<file path="config.mk">
export PLATFORM = sky130hd
export DESIGN_NAME = ccd_dark_clamp
export DESIGN_NICKNAME = d
export VERILOG_FILES = /design/src/rtl/ccd_clamp_pkg.sv /design/src/rtl/region_classifier.sv /design/src/rtl/dark_estimator.sv /design/src/rtl/clamp_corrector.sv /design/src/rtl/ccd_dark_clamp.sv
export SDC_FILE = /design/constraint.sdc
export NUM_CORES = 1
export LEC_CHECK = 0
export BUFFER_PORTS_ARGS = -buffer_cell sky130_fd_sc_hd__buf_2
export CAP_MARGIN = 10
export CORE_MARGIN = 1
export CORE_UTILIZATION = 55
export CTS_CLUSTER_DIAMETER = 60
export DETAILED_ROUTE_END_ITERATION = 7
export PLACE_DENSITY = 0.77
export RECOVER_POWER = 25
export SLEW_MARGIN = 20
export SYNTH_ARGS = -nofsm -noshare
export SYNTH_HDL_FRONTEND = slang
export SYNTH_SLANG_ARGS = --single-unit
</file>
<file path="constraint.sdc">
create_clock -name clk -period 7.1 [get_ports clk]
set_input_delay 0.71 -clock clk [delete_from_list [all_inputs] [get_ports clk]]
set_output_delay 0.71 -clock clk [all_outputs]
set_load 0.05 [all_outputs]
</file>
<file path="src/rtl/ccd_clamp_pkg.sv">
package ccd_clamp_pkg;
  typedef enum logic [2:0] {
    TAG_DUMMY  = 3'd0,
    TAG_TEST   = 3'd1,
    TAG_DARK   = 3'd2,
    TAG_BUFFER = 3'd3,
    TAG_ACTIVE = 3'd4
  } region_t;

  localparam int RECIP_SHIFT = 16;
endpackage

</file>
<file path="src/rtl/region_classifier.sv">
module region_classifier
  import ccd_clamp_pkg::*;
#(
  parameter int DUMMY_N       = 11,
  parameter int TEST_N        = 4,
  parameter int DARK_N        = 20,
  parameter int BUF_N         = 1,
  parameter int ACT_W         = 4096,
  parameter int TRAIL_DARK_N  = 9,
  parameter int TRAIL_TEST_N  = 3,
  parameter int TEST_ROWS     = 1,
  parameter int TOP_DARK_ROWS = 20,
  parameter int ACT_H         = 4096,
  parameter int BOT_DARK_ROWS = 9,
  parameter int COL_W         = 13,
  parameter int ROW_W         = 13
) (
  input  logic [COL_W-1:0] col,
  input  logic [ROW_W-1:0] row,
  output region_t          tag,
  output logic             dark_ref,
  output logic             dark_first,
  output logic             dark_last,
  output logic             first_px,
  output logic             last_px
);
  // column boundaries (inclusive upper ends)
  localparam int C_DUM_HI  = DUMMY_N;
  localparam int C_TST_HI  = C_DUM_HI + TEST_N;
  localparam int C_DRK_LO  = C_TST_HI + 1;
  localparam int C_DRK_HI  = C_TST_HI + DARK_N;
  localparam int C_LBF_HI  = C_DRK_HI + BUF_N;
  localparam int C_ACT_LO  = C_LBF_HI + 1;
  localparam int C_ACT_HI  = C_LBF_HI + ACT_W;
  localparam int C_RBF_HI  = C_ACT_HI + BUF_N;
  localparam int C_TDK_HI  = C_RBF_HI + TRAIL_DARK_N;
  // row boundaries
  localparam int R_TST_HI  = TEST_ROWS;
  localparam int R_DRK_HI  = R_TST_HI + TOP_DARK_ROWS;
  localparam int R_TBF_HI  = R_DRK_HI + BUF_N;
  localparam int R_ACT_LO  = R_TBF_HI + 1;
  localparam int R_ACT_HI  = R_TBF_HI + ACT_H;
  localparam int R_BBF_HI  = R_ACT_HI + BUF_N;
  localparam int R_BDK_HI  = R_BBF_HI + BOT_DARK_ROWS;

  int      c, r;
  region_t col_cls, row_cls;

  always_comb begin
    c = int'(col);
    r = int'(row);

    if (c < 1)              col_cls = TAG_TEST;
    else if (c <= C_DUM_HI) col_cls = TAG_DUMMY;
    else if (c <= C_TST_HI) col_cls = TAG_TEST;
    else if (c <= C_DRK_HI) col_cls = TAG_DARK;
    else if (c <= C_LBF_HI) col_cls = TAG_BUFFER;
    else if (c <= C_ACT_HI) col_cls = TAG_ACTIVE;
    else if (c <= C_RBF_HI) col_cls = TAG_BUFFER;
    else if (c <= C_TDK_HI) col_cls = TAG_DARK;
    else                    col_cls = TAG_TEST;

    if (r < 1)              row_cls = TAG_TEST;
    else if (r <= R_TST_HI) row_cls = TAG_TEST;
    else if (r <= R_DRK_HI) row_cls = TAG_DARK;
    else if (r <= R_TBF_HI) row_cls = TAG_BUFFER;
    else if (r <= R_ACT_HI) row_cls = TAG_ACTIVE;
    else if (r <= R_BBF_HI) row_cls = TAG_BUFFER;
    else if (r <= R_BDK_HI) row_cls = TAG_DARK;
    else                    row_cls = TAG_TEST;

    // image columns inherit the row class unless the row is active
    if ((col_cls == TAG_BUFFER || col_cls == TAG_ACTIVE) && row_cls != TAG_ACTIVE)
      tag = row_cls;
    else
      tag = col_cls;

    dark_ref   = (c >= C_DRK_LO) && (c <= C_DRK_HI);
    dark_first = (c == C_DRK_LO);
    dark_last  = (c == C_DRK_HI);
    first_px   = (c == C_ACT_LO) && (r == R_ACT_LO);
    last_px    = (c == C_ACT_HI) && (row_cls == TAG_ACTIVE);
  end
endmodule

</file>
<file path="src/rtl/dark_estimator.sv">
module dark_estimator
  import ccd_clamp_pkg::*;
#(
  parameter int DW     = 12,
  parameter int DARK_N = 20
) (
  input  logic          clk,
  input  logic          rst,
  input  logic          take,
  input  logic          first,
  input  logic          last,
  input  logic [DW-1:0] code,
  output logic [DW-1:0] level
);
  localparam int SUM_W  = DW + $clog2(DARK_N) + 1;
  localparam int PROD_W = SUM_W + RECIP_SHIFT + 1;
  localparam int RECIP  = ((1 << RECIP_SHIFT) + DARK_N / 2) / DARK_N;
  localparam int POW2   = ((DARK_N & (DARK_N - 1)) == 0) ? 1 : 0;
  localparam logic [PROD_W-1:0] MAXV = PROD_W'((1 << DW) - 1);

  logic [SUM_W-1:0]  acc_q, sum_nx;
  logic [PROD_W-1:0] avg;

  assign sum_nx = first ? SUM_W'(code) : acc_q + SUM_W'(code);

  generate
    if (POW2 == 1) begin : g_shift
      assign avg = PROD_W'(sum_nx >> $clog2(DARK_N));
    end else begin : g_recip
      assign avg = (PROD_W'(sum_nx) * PROD_W'(RECIP)) >> RECIP_SHIFT;
    end
  endgenerate

  always_ff @(posedge clk) begin
    if (rst) begin
      acc_q <= '0;
      level <= '0;
    end else if (take) begin
      acc_q <= sum_nx;
      if (last) level <= (avg > MAXV) ? DW'(MAXV) : avg[DW-1:0];
    end
  end
endmodule

</file>
<file path="src/rtl/clamp_corrector.sv">
module clamp_corrector #(
  parameter int DW       = 12,
  parameter int PEDESTAL = 0
) (
  input  logic [DW-1:0] dark,
  input  logic [DW-1:0] code,
  output logic [DW-1:0] value
);
  localparam int MAXI = (1 << DW) - 1;

  logic signed [DW+1:0] diff;

  always_comb begin
    diff = $signed({2'b00, dark}) - $signed({2'b00, code}) + $signed((DW+2)'(PEDESTAL));
    if (diff < 0)
      value = '0;
    else if (diff > $signed((DW+2)'(MAXI)))
      value = DW'(MAXI);
    else
      value = diff[DW-1:0];
  end
endmodule

</file>
<file path="src/rtl/ccd_dark_clamp.sv">
module ccd_dark_clamp
  import ccd_clamp_pkg::*;
#(
  parameter int DW            = 12,
  parameter int PEDESTAL      = 0,
  parameter int DUMMY_N       = 11,
  parameter int TEST_N        = 4,
  parameter int DARK_N        = 20,
  parameter int BUF_N         = 1,
  parameter int ACT_W         = 4096,
  parameter int TRAIL_DARK_N  = 9,
  parameter int TRAIL_TEST_N  = 3,
  parameter int TEST_ROWS     = 1,
  parameter int TOP_DARK_ROWS = 20,
  parameter int ACT_H         = 4096,
  parameter int BOT_DARK_ROWS = 9,
  parameter int COL_W = $clog2(DUMMY_N + TEST_N + DARK_N + 2*BUF_N + ACT_W
                               + TRAIL_DARK_N + TRAIL_TEST_N + 1),
  parameter int ROW_W = $clog2(TEST_ROWS + TOP_DARK_ROWS + 2*BUF_N + ACT_H
                               + BOT_DARK_ROWS + 1)
) (
  input  logic             clk,
  input  logic             rst,
  input  logic             smp_valid,
  input  logic [DW-1:0]    smp_code,
  input  logic [COL_W-1:0] smp_col,
  input  logic [ROW_W-1:0] smp_row,
  output logic             pix_valid,
  output logic [DW-1:0]    pix_value,
  output logic             pix_sof,
  output logic             pix_eol,
  output logic             dbg_tag_valid,
  output logic [2:0]       dbg_tag
);
  region_t cls_tag;
  logic    cls_dref, cls_dfirst, cls_dlast, cls_first, cls_last;

  region_classifier #(
    .DUMMY_N(DUMMY_N), .TEST_N(TEST_N), .DARK_N(DARK_N), .BUF_N(BUF_N),
    .ACT_W(ACT_W), .TRAIL_DARK_N(TRAIL_DARK_N), .TRAIL_TEST_N(TRAIL_TEST_N),
    .TEST_ROWS(TEST_ROWS), .TOP_DARK_ROWS(TOP_DARK_ROWS), .ACT_H(ACT_H),
    .BOT_DARK_ROWS(BOT_DARK_ROWS), .COL_W(COL_W), .ROW_W(ROW_W)
  ) cls_i (
    .col(smp_col), .row(smp_row), .tag(cls_tag), .dark_ref(cls_dref),
    .dark_first(cls_dfirst), .dark_last(cls_dlast),
    .first_px(cls_first), .last_px(cls_last)
  );

  // stage 1: registered sample and its classification
  logic          s1_valid, s1_dref, s1_dfirst, s1_dlast, s1_first, s1_last;
  logic [DW-1:0] s1_code;
  region_t       s1_tag;

  always_ff @(posedge clk) begin
    if (rst) begin
      s1_valid  <= 1'b0;
      s1_code   <= '0;
      s1_tag    <= TAG_DUMMY;
      s1_dref   <= 1'b0;
      s1_dfirst <= 1'b0;
      s1_dlast  <= 1'b0;
      s1_first  <= 1'b0;
      s1_last   <= 1'b0;
    end else begin
      s1_valid  <= smp_valid;
      s1_code   <= smp_code;
      s1_tag    <= cls_tag;
      s1_dref   <= smp_valid & cls_dref;
      s1_dfirst <= cls_dfirst;
      s1_dlast  <= cls_dlast;
      s1_first  <= cls_first;
      s1_last   <= cls_last;
    end
  end

  logic [DW-1:0] dark_lvl, corr;

  dark_estimator #(.DW(DW), .DARK_N(DARK_N)) est_i (
    .clk(clk), .rst(rst), .take(s1_dref), .first(s1_dfirst),
    .last(s1_dlast), .code(s1_code), .level(dark_lvl)
  );

  clamp_corrector #(.DW(DW), .PEDESTAL(PEDESTAL)) cor_i (
    .dark(dark_lvl), .code(s1_code), .value(corr)
  );

  // stage 2: registered outputs
  logic emit;
  assign emit = s1_valid && (s1_tag == TAG_ACTIVE);

  always_ff @(posedge clk) begin
    if (rst) begin
      pix_valid     <= 1'b0;
      pix_value     <= '0;
      pix_sof       <= 1'b0;
      pix_eol       <= 1'b0;
      dbg_tag_valid <= 1'b0;
      dbg_tag       <= 3'd0;
    end else begin
      pix_valid     <= emit;
      pix_value     <= emit ? corr : '0;
      pix_sof       <= emit & s1_first;
      pix_eol       <= emit & s1_last;
      dbg_tag_valid <= s1_valid;
      dbg_tag       <= s1_valid ? s1_tag : TAG_DUMMY;
    end
  end
endmodule

</file>
==> run metrics <==
Final Skew 0.00644 ns; Worst Hold End pix_eol; share of the synthesized area in the top cell type 0.226; CP Class reg -> reg; Sw Ratio 0.387; fin nets 1185; Switch Pwr around 650 uW; die footprint 14500 um^2; leakage power 0.00462 uW; Reg2Reg Depth 24; iteration count of the initial detailed-routing pass 5; Tmin final 6.89 ns; worst hold path startpoint s1_last; Logic pwr share 0.469; P&R area growth vs syn 12.6%; max cap viols 0; Core Util, Final 0.645; Req. time, crit path 7.26 ns; Post-route DRC 0; RePlAce Congestion 0.913; final setup vio count 0; filler cell count between 1000 and 1500; FMAX 145 MHz; htree depth 3; flop2flop setup slack around 0.21 ns; Synth Area per Inst between 8 and 9 um^2; Initial Util 0.573; DRT iter0 DRCs 457; internal power around 1000 uW; Least-Margin Pin Slew ~0.96 ns; Mapped Area 7740 um^2; ANT nets after route 0; hold_buf cts 0; share of cells above drive strength 1 0.127; worst skew pair latency 0.33 ns; Yosys top cell by area ha_1; Synth Instances 869; final slew viol count 0; ANT cells 0; vias per cell 5.48; synth unique cells 62; antenna violations before repair 0; Top Ports 60; post-DP HPWL about 14 mm; clk buf depth 2; Rel. slew slack 0.353; final hold slack 0.426 ns; IO buf count 59; Flop pwr share 0.240; Post-synth EDFFs 0; first-pass GRT wire length 28.8 mm; Die Y 121 um; syn nets about 1100; multi-input logic area 5770 um^2; register area share after synthesis 0.181; post-route cell area about 8700 um^2; cts bufs inserted 9; WL/cell about 15 um; total grt overflow 0; outcome completed; Ys Warns 0; FP Rows 42; Worst IR Drop VDD 0.130 mV; R2R Path Start est_i.acc_q[1]; CP Launch Point est_i.acc_q[1]; RR Endpoint est_i.level[0]; post-placement cell area 8310 um^2; asr flop ratio synth 0; core area 13500 um^2; Fin. Hold Viols 0; Clock Power Share 0.291; CTS clk-pin slew, worst paths ~0.060 ns; total track usage 0.249; Critical Path Start Type register; clock tree sinks 70; Total Wirelength 17.2 mm; Root Buffer clkbuf_16; share of the clock period used by the worst path 0.970; Register Area between 1000 and 1500 um^2; synthesized flop and latch total 70; pre-CTS WS 0.0878 ns; vias in the first global route 6035; WP data arrival 7.05 ns; Die Width 121 um; Power Dens Cells approximately 190 nW/um^2; Critical Path End Type register; via count 6157; Most used DFF post-synth dfxtp_1; critical path peak fanout 6; largest net degree at the start of global routing between 40 and 50; post-route setup slack 0.215 ns; worst hold path type reg -> reg; CTS tree built; top post-synthesis cells by area ha_1, dfxtp_1, fa_1; hold path cells 1
-- worst max path at each step --
stage                                 end  slack (ns)  cells after the start
after floorplan           est_i.level[11]        0.52                     27
after global placement    est_i.level[11]        0.16                     26
after detailed placement  est_i.level[11]        0.09                     26
after CTS                 est_i.level[10]         0.1                     26
after global routing       est_i.level[0]    -0.00006                     28
final                      est_i.level[0]        0.21                     24
-- what timing repair did --
action | 4_1_cts | 5_1_grt
endpoints found under the setup margin | 0 | 12
endpoints found under the hold margin | 0 | 0
resized for setup | 0 | 17
buffers inserted | 0 | 1
-- critical path, stage by stage (launching register included) --
cell      delay [ns]
dfxtp_1         0.32
ha_1            0.28
a21o_1          0.18
a21oi_2         0.21
o21ai_1         0.15
a211o_1         0.35
a31oi_1         0.35
nor2b_1         0.14
xnor2_1         0.17
nor2_2          0.22
ha_1            0.30
ha_1            0.32
fa_1            0.51
fa_1            0.55
inv_1           0.05
fa_1            0.53
inv_1           0.04
ha_1            0.36
a21o_1          0.18
a311oi_1        0.26
o211ai_1        0.13
a31o_2          0.29
or4_4           0.54
o211ai_4        0.16
a221oi_1        0.12
-- layout make-up --
class                   count  share of cell area
clock inverters             7              0.0121
multi-input cells         635               0.662
well taps                 176              0.0253
inverters                 149              0.0642
clock buffers               9              0.0259
flip-flops and latches     70               0.161
repair buffers             77              0.0493
-- kinds of logic (layout without fill, tap and decap cells) --
family | count (synthesis) | count (layout) | synth area share
fa+ha+maj | 202 | 202 | 0.387
simple gates | 196 | 196 | 0.128
compound gates | 173 | 174 | 0.148
buf+inv | 165 | 242 | 0.0810
flops | 70 | 70 | 0.181
xor+xnor | 52 | 52 | 0.0606
mux | 11 | 11 | 0.0147
-- layout by cell type, fill, tap and decap left out, types with 5 or more instances in the layout --
cell type  count
and2_1         9
xor2_1        25
a211oi_1       5
nor2b_1       23
ha_1         139
nand2_1       32
a21o_1        24
or2_2          6
nand3_1        7
mux2i_1        8
a21oi_1       51
nor3_1        15
clkbuf_16      9
o21ai_0       33
and3_1         5
o21a_1         7
nor2_1        62
dfxtp_1       69
a31oi_1        6
inv_1        149
buf_4         18
buf_2         58
xnor2_1       26
nor4b_1        5
nand2b_1       7
fa_1          62
-- cells in the mapped netlist, drive strengths merged, types with 4 or more instances --
master	count
nand2	32
o21ai	37
mux2i	8
ha	140
inv	149
a221o	4
a211o	4
nand3	7
nor4	4
a31oi	6
xnor2	26
nor3	15
and3	5
or2	6
nand2b	7
fa	62
xor2	25
nor2	65
nand4	4
dfxtp	70
o21a	7
a21o	24
nor3b	4
and2	9
clkbuf	13
nor2b	24
a21oi	53
nor4b	5
a211oi	5
o211ai	4
-- metrics by stage --
step	instances	total power, uW	setup TNS (ns)
2_1_floorplan	869	1000	0
3_3_place_gp	1105	1180	0
3_5_place_dp	1105	1200	0
4_1_cts	1121	1690	0
5_1_grt	1123	1840	-0.0000600
6_report	1123	1690	0
-- per-layer routing --
| metal | track usage | vias up | routed length (um) |
|---|---|---|---|
| li1 | - | 3094 | - |
| met1 | 0.324 | 2911 | 8010 |
| met5 | 0 | - | 0 |
| met2 | 0.438 | 126 | 8440 |
| met4 | 0.0586 | 0 | 267 |
| met3 | 0.0288 | 26 | 507 |
-- sequential cells by signal, indices dropped and copies added (netlist names), 3 cells and up --
signal       count
est_i.acc_q     18
s1_tag           3
s1_code         12
est_i.level     12
pix_value       12
dbg_tag          3
-- power groups by stage --
stage / registers (uW) / clock network, uW / logic (uW)
3_5_place_dp: 414 / 0 / 783
2_1_floorplan: 415 / 0 / 589
6_report: 406 / 493 / 793
3_3_place_gp: 414 / 0 / 762
4_1_cts: 406 / 499 / 789
5_1_grt: 407 / 519 / 912
(Power assumes the default switching activity.)
